### config.mk
export PLATFORM = sky130hd
export DESIGN_NAME = cursor_overlay
export DESIGN_NICKNAME = d
export VERILOG_FILES = /design/src/rtl/cursor_pkg.sv /design/src/rtl/cursor_regs.sv /design/src/rtl/cursor_hit.sv /design/src/rtl/cursor_damage.sv /design/src/rtl/cursor_overlay.sv
export SDC_FILE = /design/constraint.sdc
export NUM_CORES = 2
export LEC_CHECK = 0
export ABC_AREA = 1
export BUFFER_PORTS_ARGS = -buffer_cell sky130_fd_sc_hd__buf_4
export CELL_PAD_IN_SITES_DETAIL_PLACEMENT = 0
export CELL_PAD_IN_SITES_GLOBAL_PLACEMENT = 1
export CORE_MARGIN = 1.5
export CORE_UTILIZATION = 25
export CTS_CLUSTER_SIZE = 14
export DETAILED_ROUTE_END_ITERATION = 12
export PLACE_DENSITY = 0.48
export SYNTH_ARGS = -nofsm -noshare
export SYNTH_HDL_FRONTEND = slang
export SYNTH_SLANG_ARGS = --single-unit
export TNS_END_PERCENT = 10
### constraint.sdc
create_clock -name clk -period 3.36 [get_ports clk]
set_input_delay 0.672 -clock clk [delete_from_list [all_inputs] [get_ports clk]]
set_output_delay 0.672 -clock clk [all_outputs]
set_load 0.01 [all_outputs]
### src/rtl/cursor_pkg.sv
package cursor_pkg;

   // Register byte offsets decoded by the block
   localparam logic [11:0] OFF_CTRL = 12'h818;
   localparam logic [11:0] OFF_POS  = 12'h8FC;
   localparam logic [11:0] OFF_MASK = 12'h900;
   localparam logic [11:0] OFF_IMG  = 12'h980;

   // Bit that always reads back as one in the control word
   localparam int CTRL_FIXED_BIT = 25;

   // Overlay slot offsets above the normal index range
   localparam int SLOT_CLEAR_OFS = 2;
   localparam int SLOT_SET_OFS   = 3;

   typedef enum logic [2:0] {
      WK_NONE,
      WK_POS,
      WK_MASK,
      WK_IMG,
      WK_CTRL
   } wr_kind_e;

endpackage

### src/rtl/cursor_regs.sv
module cursor_regs
   import cursor_pkg::*;
#(
   parameter int ADDR_W  = 12,
   parameter int DATA_W  = 32,
   parameter int COORD_W = 16,
   parameter int ROWS    = 32,
   parameter logic [COORD_W-1:0] PARK = 16'hF000
)(
   input  logic                         clk,
   input  logic                         rst_n,
   input  logic                         wr_en,
   input  logic [ADDR_W-1:0]            wr_addr,
   input  logic [DATA_W-1:0]            wr_data,
   input  logic [ADDR_W-1:0]            rd_addr,
   output logic [DATA_W-1:0]            rd_data,
   output logic [COORD_W-1:0]           cur_x,
   output logic [COORD_W-1:0]           cur_y,
   output logic [ROWS-1:0][DATA_W-1:0]  mask_rows,
   output logic [ROWS-1:0][DATA_W-1:0]  img_rows,
   output logic                         pos_wr,
   output logic                         row_wr
);

   localparam int ROW_W = $clog2(ROWS);
   localparam logic [ADDR_W-1:0] SPAN_BYTES = ADDR_W'(ROWS * 4);

   wr_kind_e          kind;
   logic [ADDR_W-1:0] mask_ofs, img_ofs;
   logic [ROW_W-1:0]  row_sel;
   logic [DATA_W-1:0] ctrl_q;

   always_comb begin
      mask_ofs = wr_addr - ADDR_W'(OFF_MASK);
      img_ofs  = wr_addr - ADDR_W'(OFF_IMG);
      kind     = WK_NONE;
      row_sel  = '0;
      if (wr_en) begin
         if (wr_addr == ADDR_W'(OFF_POS)) begin
            kind = WK_POS;
         end else if (wr_addr == ADDR_W'(OFF_CTRL)) begin
            kind = WK_CTRL;
         end else if (wr_addr >= ADDR_W'(OFF_MASK) && mask_ofs < SPAN_BYTES) begin
            kind    = WK_MASK;
            row_sel = mask_ofs[ROW_W+1:2];
         end else if (wr_addr >= ADDR_W'(OFF_IMG) && img_ofs < SPAN_BYTES) begin
            kind    = WK_IMG;
            row_sel = img_ofs[ROW_W+1:2];
         end
      end
   end

   assign pos_wr = (kind == WK_POS);
   assign row_wr = (kind == WK_MASK) || (kind == WK_IMG);

   always_ff @(posedge clk) begin
      if (!rst_n) begin
         cur_x  <= PARK;
         cur_y  <= PARK;
         ctrl_q <= '0;
      end else begin
         if (kind == WK_POS) begin
            cur_x <= wr_data[DATA_W-1 -: COORD_W];
            cur_y <= wr_data[COORD_W-1:0];
         end
         if (kind == WK_CTRL) begin
            ctrl_q <= wr_data;
         end
      end
   end

   // One storage word per cursor row for each plane
   for (genvar r = 0; r < ROWS; r++) begin : g_row
      always_ff @(posedge clk) begin
         if (!rst_n) begin
            mask_rows[r] <= '0;
            img_rows[r]  <= '0;
         end else if (row_sel == ROW_W'(r)) begin
            if (kind == WK_MASK) mask_rows[r] <= wr_data;
            if (kind == WK_IMG)  img_rows[r]  <= wr_data;
         end
      end
   end

   always_comb begin
      rd_data = '0;
      if (rd_addr == ADDR_W'(OFF_CTRL)) begin
         rd_data = ctrl_q;
         rd_data[CTRL_FIXED_BIT] = 1'b1;
      end
   end

endmodule

### src/rtl/cursor_hit.sv
module cursor_hit
   import cursor_pkg::*;
#(
   parameter int DATA_W   = 32,
   parameter int COORD_W  = 16,
   parameter int IDX_W    = 8,
   parameter int ROWS     = 32,
   parameter int SCREEN_W = 1024
)(
   input  logic                         clk,
   input  logic                         rst_n,
   input  logic                         pix_valid,
   input  logic [COORD_W-1:0]           pix_x,
   input  logic [COORD_W-1:0]           pix_y,
   input  logic [IDX_W-1:0]             pix_idx,
   input  logic [COORD_W-1:0]           cur_x,
   input  logic [COORD_W-1:0]           cur_y,
   input  logic [ROWS-1:0][DATA_W-1:0]  mask_rows,
   input  logic [ROWS-1:0][DATA_W-1:0]  img_rows,
   output logic                         out_valid,
   output logic [IDX_W:0]               out_idx
);

   localparam int ROW_W = $clog2(ROWS);
   localparam logic [IDX_W:0] SLOT_CLEAR = (IDX_W+1)'((1 << IDX_W) + SLOT_CLEAR_OFS);
   localparam logic [IDX_W:0] SLOT_SET   = (IDX_W+1)'((1 << IDX_W) + SLOT_SET_OFS);

   logic [COORD_W-1:0] dx, dy;
   logic               in_x, in_y;
   logic [ROW_W-1:0]   col, row;
   logic               m_bit, c_bit;
   logic [IDX_W:0]     nxt_idx;

   always_comb begin
      dx    = pix_x - cur_x;
      dy    = pix_y - cur_y;
      in_x  = (pix_x >= cur_x) && (dx < COORD_W'(ROWS)) && (pix_x < COORD_W'(SCREEN_W));
      in_y  = (pix_y >= cur_y) && (dy < COORD_W'(ROWS));
      row   = dy[ROW_W-1:0];
      col   = ROW_W'(ROWS - 1) - dx[ROW_W-1:0];
      m_bit = mask_rows[row][col];
      c_bit = img_rows[row][col];
      if (in_x && in_y && m_bit) begin
         nxt_idx = c_bit ? SLOT_SET : SLOT_CLEAR;
      end else begin
         nxt_idx = {1'b0, pix_idx};
      end
   end

   always_ff @(posedge clk) begin
      if (!rst_n) begin
         out_valid <= 1'b0;
         out_idx   <= '0;
      end else begin
         out_valid <= pix_valid;
         out_idx   <= nxt_idx;
      end
   end

endmodule

### src/rtl/cursor_damage.sv
module cursor_damage #(
   parameter int COORD_W  = 16,
   parameter int ROWS     = 32,
   parameter int SCREEN_H = 768
)(
   input  logic               clk,
   input  logic               rst_n,
   input  logic               pos_wr,
   input  logic               row_wr,
   input  logic [COORD_W-1:0] cur_y,
   output logic               dmg_valid,
   output logic [COORD_W-1:0] dmg_start,
   output logic [COORD_W-1:0] dmg_end
);

   localparam logic [COORD_W:0] H_EXT = (COORD_W+1)'(SCREEN_H);

   logic             move_pend;
   logic [COORD_W:0] y_ext, y_sum;

   always_comb begin
      y_ext = {1'b0, cur_y};
      y_sum = y_ext + (COORD_W+1)'(ROWS);
   end

   // cur_y still holds the pre-write value at the write edge, so the first
   // report of a move is the old band; move_pend brings out the new one.
   always_ff @(posedge clk) begin
      if (!rst_n) begin
         move_pend <= 1'b0;
         dmg_valid <= 1'b0;
         dmg_start <= '0;
         dmg_end   <= '0;
      end else begin
         move_pend <= pos_wr;
         dmg_valid <= (pos_wr || row_wr || move_pend) && (y_ext < H_EXT);
         dmg_start <= cur_y;
         dmg_end   <= (y_sum > H_EXT) ? H_EXT[COORD_W-1:0] : y_sum[COORD_W-1:0];
      end
   end

endmodule

### src/rtl/cursor_overlay.sv
module cursor_overlay #(
   parameter int ADDR_W   = 12,
   parameter int DATA_W   = 32,
   parameter int COORD_W  = 16,
   parameter int IDX_W    = 8,
   parameter int SCREEN_W = 1024,
   parameter int SCREEN_H = 768
)(
   input  logic               clk,
   input  logic               rst_n,
   input  logic               wr_en,
   input  logic [ADDR_W-1:0]  wr_addr,
   input  logic [DATA_W-1:0]  wr_data,
   input  logic [ADDR_W-1:0]  rd_addr,
   output logic [DATA_W-1:0]  rd_data,
   input  logic               pix_valid,
   input  logic [COORD_W-1:0] pix_x,
   input  logic [COORD_W-1:0] pix_y,
   input  logic [IDX_W-1:0]   pix_idx,
   output logic               out_valid,
   output logic [IDX_W:0]     out_idx,
   output logic               dmg_valid,
   output logic [COORD_W-1:0] dmg_start,
   output logic [COORD_W-1:0] dmg_end
);

   localparam int ROWS = DATA_W;

   if (ADDR_W < 12) begin : g_chk_addr
      $error("ADDR_W must reach the cursor register offsets");
   end
   if (2 * COORD_W != DATA_W) begin : g_chk_coord
      $error("position word must hold X and Y side by side");
   end
   if (SCREEN_W >= (1 << COORD_W) || SCREEN_H >= (1 << COORD_W)) begin : g_chk_screen
      $error("screen size must fit the coordinate width");
   end

   logic [COORD_W-1:0]          cur_x, cur_y;
   logic [ROWS-1:0][DATA_W-1:0] mask_rows, img_rows;
   logic                        pos_wr, row_wr;

   cursor_regs #(
      .ADDR_W(ADDR_W), .DATA_W(DATA_W), .COORD_W(COORD_W), .ROWS(ROWS),
      .PARK(COORD_W'(16'hF000))
   ) i_regs (
      .clk(clk), .rst_n(rst_n),
      .wr_en(wr_en), .wr_addr(wr_addr), .wr_data(wr_data),
      .rd_addr(rd_addr), .rd_data(rd_data),
      .cur_x(cur_x), .cur_y(cur_y),
      .mask_rows(mask_rows), .img_rows(img_rows),
      .pos_wr(pos_wr), .row_wr(row_wr)
   );

   cursor_hit #(
      .DATA_W(DATA_W), .COORD_W(COORD_W), .IDX_W(IDX_W), .ROWS(ROWS),
      .SCREEN_W(SCREEN_W)
   ) i_hit (
      .clk(clk), .rst_n(rst_n),
      .pix_valid(pix_valid), .pix_x(pix_x), .pix_y(pix_y), .pix_idx(pix_idx),
      .cur_x(cur_x), .cur_y(cur_y),
      .mask_rows(mask_rows), .img_rows(img_rows),
      .out_valid(out_valid), .out_idx(out_idx)
   );

   cursor_damage #(
      .COORD_W(COORD_W), .ROWS(ROWS), .SCREEN_H(SCREEN_H)
   ) i_damage (
      .clk(clk), .rst_n(rst_n),
      .pos_wr(pos_wr), .row_wr(row_wr), .cur_y(cur_y),
      .dmg_valid(dmg_valid), .dmg_start(dmg_start), .dmg_end(dmg_end)
   );

endmodule

==> summary.md <==
| Metric | Value |
|---|---|
| Status | `finished, violations left` |
| Failing checks | `setup timing` |
| Detail Placement HPWL | `264000 um` |
| Sequential element share of the synthesized area | `45.2%` |
| Clock Sinks | `2155` |
| HP Start | `pix_idx[1]` |
| Most common cell after layout, fill and taps aside | `a21oi_1` |
| GRT Util Overall | `20.6%` |
| Synth Instances | `13538` |
| Die width | `621 um` |
| Hold path endpoint | `i_hit.out_idx[1]` |
| Commonest cells after routing, fill and taps aside | `a21oi_1, o21ai_0, dfxtp_1, inv_1, nand3_1` |
| Iteration-0 DRC count of the detailed router | `5986` |
| Avg Inst Size Synth | `7.05 sq um` |
| Fill count | `40533` |
| Worst Setup Path Type | `reg -> reg` |
| Area of the core | `0.379 sq mm` |
| Reg2reg setup slack | `-380 ps` |
| HP Class | `in -> reg` |
| Antenna violations before repair | `24` |
| Rows | `226` |
| Number of synthesized register bits | `2155` |
| Cell Area, Synth | `0.0954 sq mm` |
| Htree depth | `5` |
| DR vias/cell | `4.83` |
| Clk pin slew, worst setup/hold paths | `60 ps` |
| Routed vias | `90581` |
| Worst R2R Start | `i_regs.cur_y[0]` |
| Tmin final | `3740 ps` |
| CTS tree | `built` |
| Critical Path Fanout Max | `8` |
| Req. time, crit path | `4170 ps` |
| Worst path max stage delay | `810 ps` |
| Clock Tree Root | `clkbuf_16` |
| Die H | `621 um` |
| Clock power frac | `49.5%` |
| Library cells used by synthesis | `44` |
| Worst-margin pin slew | `1160 ps` |
| First-pass GRT wire length | `600000 um` |
| Maximum vdd drop | `0.325 mV` |
| Pwr Density | `524 mW/mm^2` |
| Combinational share of power | `9.4%` |
| Worst Skew | `28.8 ps` |
| CP endpoint kind | `flop` |
| Final core utilization | `31.3%` |
| Layout Nets | `13669` |
| Sw power | `16.2 mW` |
| Area grow syn2layout | `24.6%` |
| R2r endpoint | `i_hit.out_idx[8]` |
| Area post-placement | `0.107 sq mm` |
| Synth warn | `0` |
| Vias in the first global route | `86688` |
| Largest net degree at the start of global routing | `146` |
| DIE AREA | `0.385 sq mm` |
| Post-synth ARST share | `0%` |
| Register Area | `0.0431 sq mm` |
| Sequential share of power | `41.1%` |
| Pre-CTS setup slack | `-1780 ps` |
| First-pass detailed-route iteration total | `5` |
| WP buf/inv | `7` |
| Final-report setup violation count | `9` |
| Post-route DRC | `0` |
| Grt ovf | `0` |
| Sw frac | `26.0%` |
| Final Worst Setup Slack | `-380 ps` |
| Pins Over Slew Limit | `0` |
| IO Pins | `175` |
| Reg2reg path depth | `21` |
| Drt wl/cell | `21.7 um` |
| Crit path max-delay family | `simple AND/OR/NAND/NOR gates` |
| Routed wire length | `407000 um` |
| Final worst-path cycle share | `111%` |
| RSZ-0062 raised after global routing | `true` |
| Initial Utilization | `25.1%` |
| Max cap viols | `0` |
| Leakage | `42.1 nW` |
| Clk_lat worst skew | `910 ps` |
| Max Fclk | `0.267 GHz` |
| Top FF cell, synth | `dfxtp_1` |
| RePlAce Congestion | `0.813` |
| Setup crit start kind | `flop` |
| Antenna-violating nets left | `0` |
| Worst slew margin relative to its limit | `22.6%` |
| Final setup TNS | `-3050 ps` |
| Final Instance Area | `0.119 sq mm` |
| CP max-delay cell | `fa_4` |
| Clock Tree Buf Depth | `4` |
| Post-synth EDFFs | `0` |
| Pint | `46.1 mW` |
| Hold path depth | `3` |
| PnR Total Power | `62.3 mW` |
| Port Buffers | `174` |
| CP Cell Sequence | `ha_4 -> fa_4 -> buf_12 -> buf_6 -> buf_12 -> buf_16 -> buf_12 -> a21oi_1 -> o21ai_0 -> nand3_1 -> nand3_1 -> nand3_1 -> nand3_2 -> nand3_2 -> nand3_4 -> nand3_4 -> buf_4 -> nand2_1 -> nor2_4 -> buf_4 -> nor3_4` |
| Multi-input logic area | `0.0422 sq mm` |
| Share of cells above drive strength 1 | `12.4%` |
| TritonCTS Buffers | `283` |
| Worst Path Arrival | `4550 ps` |
| Fin. Hold Viols | `0` |
-- how the worst max path moves through the flow --
stage,start,endpoint,slack (ps),cells after the start
after floorplan,pix_y[0],i_hit.out_idx[2],50,20
after global placement,pix_y[0],i_hit.out_idx[7],-1830,23
after detailed placement,pix_y[0],i_hit.out_idx[7],-1780,23
after CTS,i_regs.cur_y[0],i_hit.out_idx[6],-360,21
after global routing,i_regs.cur_y[0],i_hit.out_idx[8],-460,21
final,i_regs.cur_y[0],i_hit.out_idx[8],-380,21
-- registers in the layout (all words and copies together), names as in the netlist --
name,count
i_regs.img_rows,1024
i_regs.mask_rows,1024
i_regs.ctrl_q,31
i_damage.dmg_end,16
i_damage.dmg_start,16
i_regs.cur_x,16
i_regs.cur_y,16
i_hit.out_idx,9
i_damage.dmg_valid,1
i_damage.move_pend,1
i_hit.out_valid,1
-- layout make-up --
class	count	share of cell area (%)
Antenna cell	8	0.0168
Timing Repair inverter	1	0.00947
Tap cell	5016	5.28
Clock inverter	56	0.579
Clock buffer	439	7.27
Timing Repair Buffer	1016	9.68
Sequential cell	2155	36.3
Inverter	1689	5.36
Multi-Input combinational cell	8385	35.5
-- synth_stat cells (9+ instances only) --
master	instances	share of area, %
a211oi_1	31	0.24
a21oi_1	2722	14
a2bb2oi_1	12	0.11
a31oi_1	12	0.079
buf_1	58	0.23
buf_2	59	0.31
clkbuf_1	1192	4.7
dfxtp_1	2155	45
ha_1	36	0.47
inv_1	1674	6.6
inv_2	14	0.055
nand2_1	1242	4.9
nand3_1	1487	7.8
nand3_2	9	0.094
nand4_1	25	0.16
nor2_1	149	0.59
nor2_2	26	0.17
o211ai_1	9	0.071
o21ai_0	2467	13
o21ai_1	97	0.51
xor2_1	11	0.10
-- routing by layer --
layer  vias up  track usage [%]  part of all wire [%]
met5         -                0                     0
met4         0             5.51                   2.5
met3       514             2.13                   3.8
met2      1867             34.0                    46
met1     42941             28.3                    48
li1      45259                -                     -
-- timing repair --
item                       CTS  global route
gates resized for setup    262            33
hold endpoints to repair     7             0
setup buffers               23             5
hold buffers                 7             0
pin swaps                   38            19
setup endpoints to repair    9             9
cloned                      17             2
-- logic make-up (layout without fill, tap and decap cells) --
kind of cell    after synthesis  after routing  share of synthesized area (%)
compound gates             5362           5362                           28.3
buf+inv                    3003           3201                           11.9
simple gates               2965           2965                           13.9
flops                      2155           2155                           45.2
fa+ha+maj                    38             38                          0.514
xor+xnor                     14             14                          0.128
other cells                   1             14                        0.00393
-- worst min-delay path, stage by stage --
cell,delay (ps)
buf_4,80
inv_1,60
a21oi_1,130
-- power by group through the flow --
stage / Clock (mW) / Combinational (mW) / Sequential [mW]
after detailed placement: 0 / 5.48 / 26.2
after floorplan: 0 / 2.66 / 26.2
final: 30.9 / 5.83 / 25.6
after global routing: 32.8 / 6.30 / 25.6
after global placement: 0 / 5.50 / 26.2
after CTS: 31.8 / 5.84 / 25.6
-- stage by stage --
| step | cells | hold slack [ps] |
|---|---|---|
| floorplan | 13543 | 407 |
| global placement | 18210 | 429 |
| detailed placement | 18210 | 430 |
| CTS | 18750 | 4.01 |
| global route | 18763 | 68.4 |
| finish | 18765 | 76.8 |
Power figures use the tool's default switching activity.
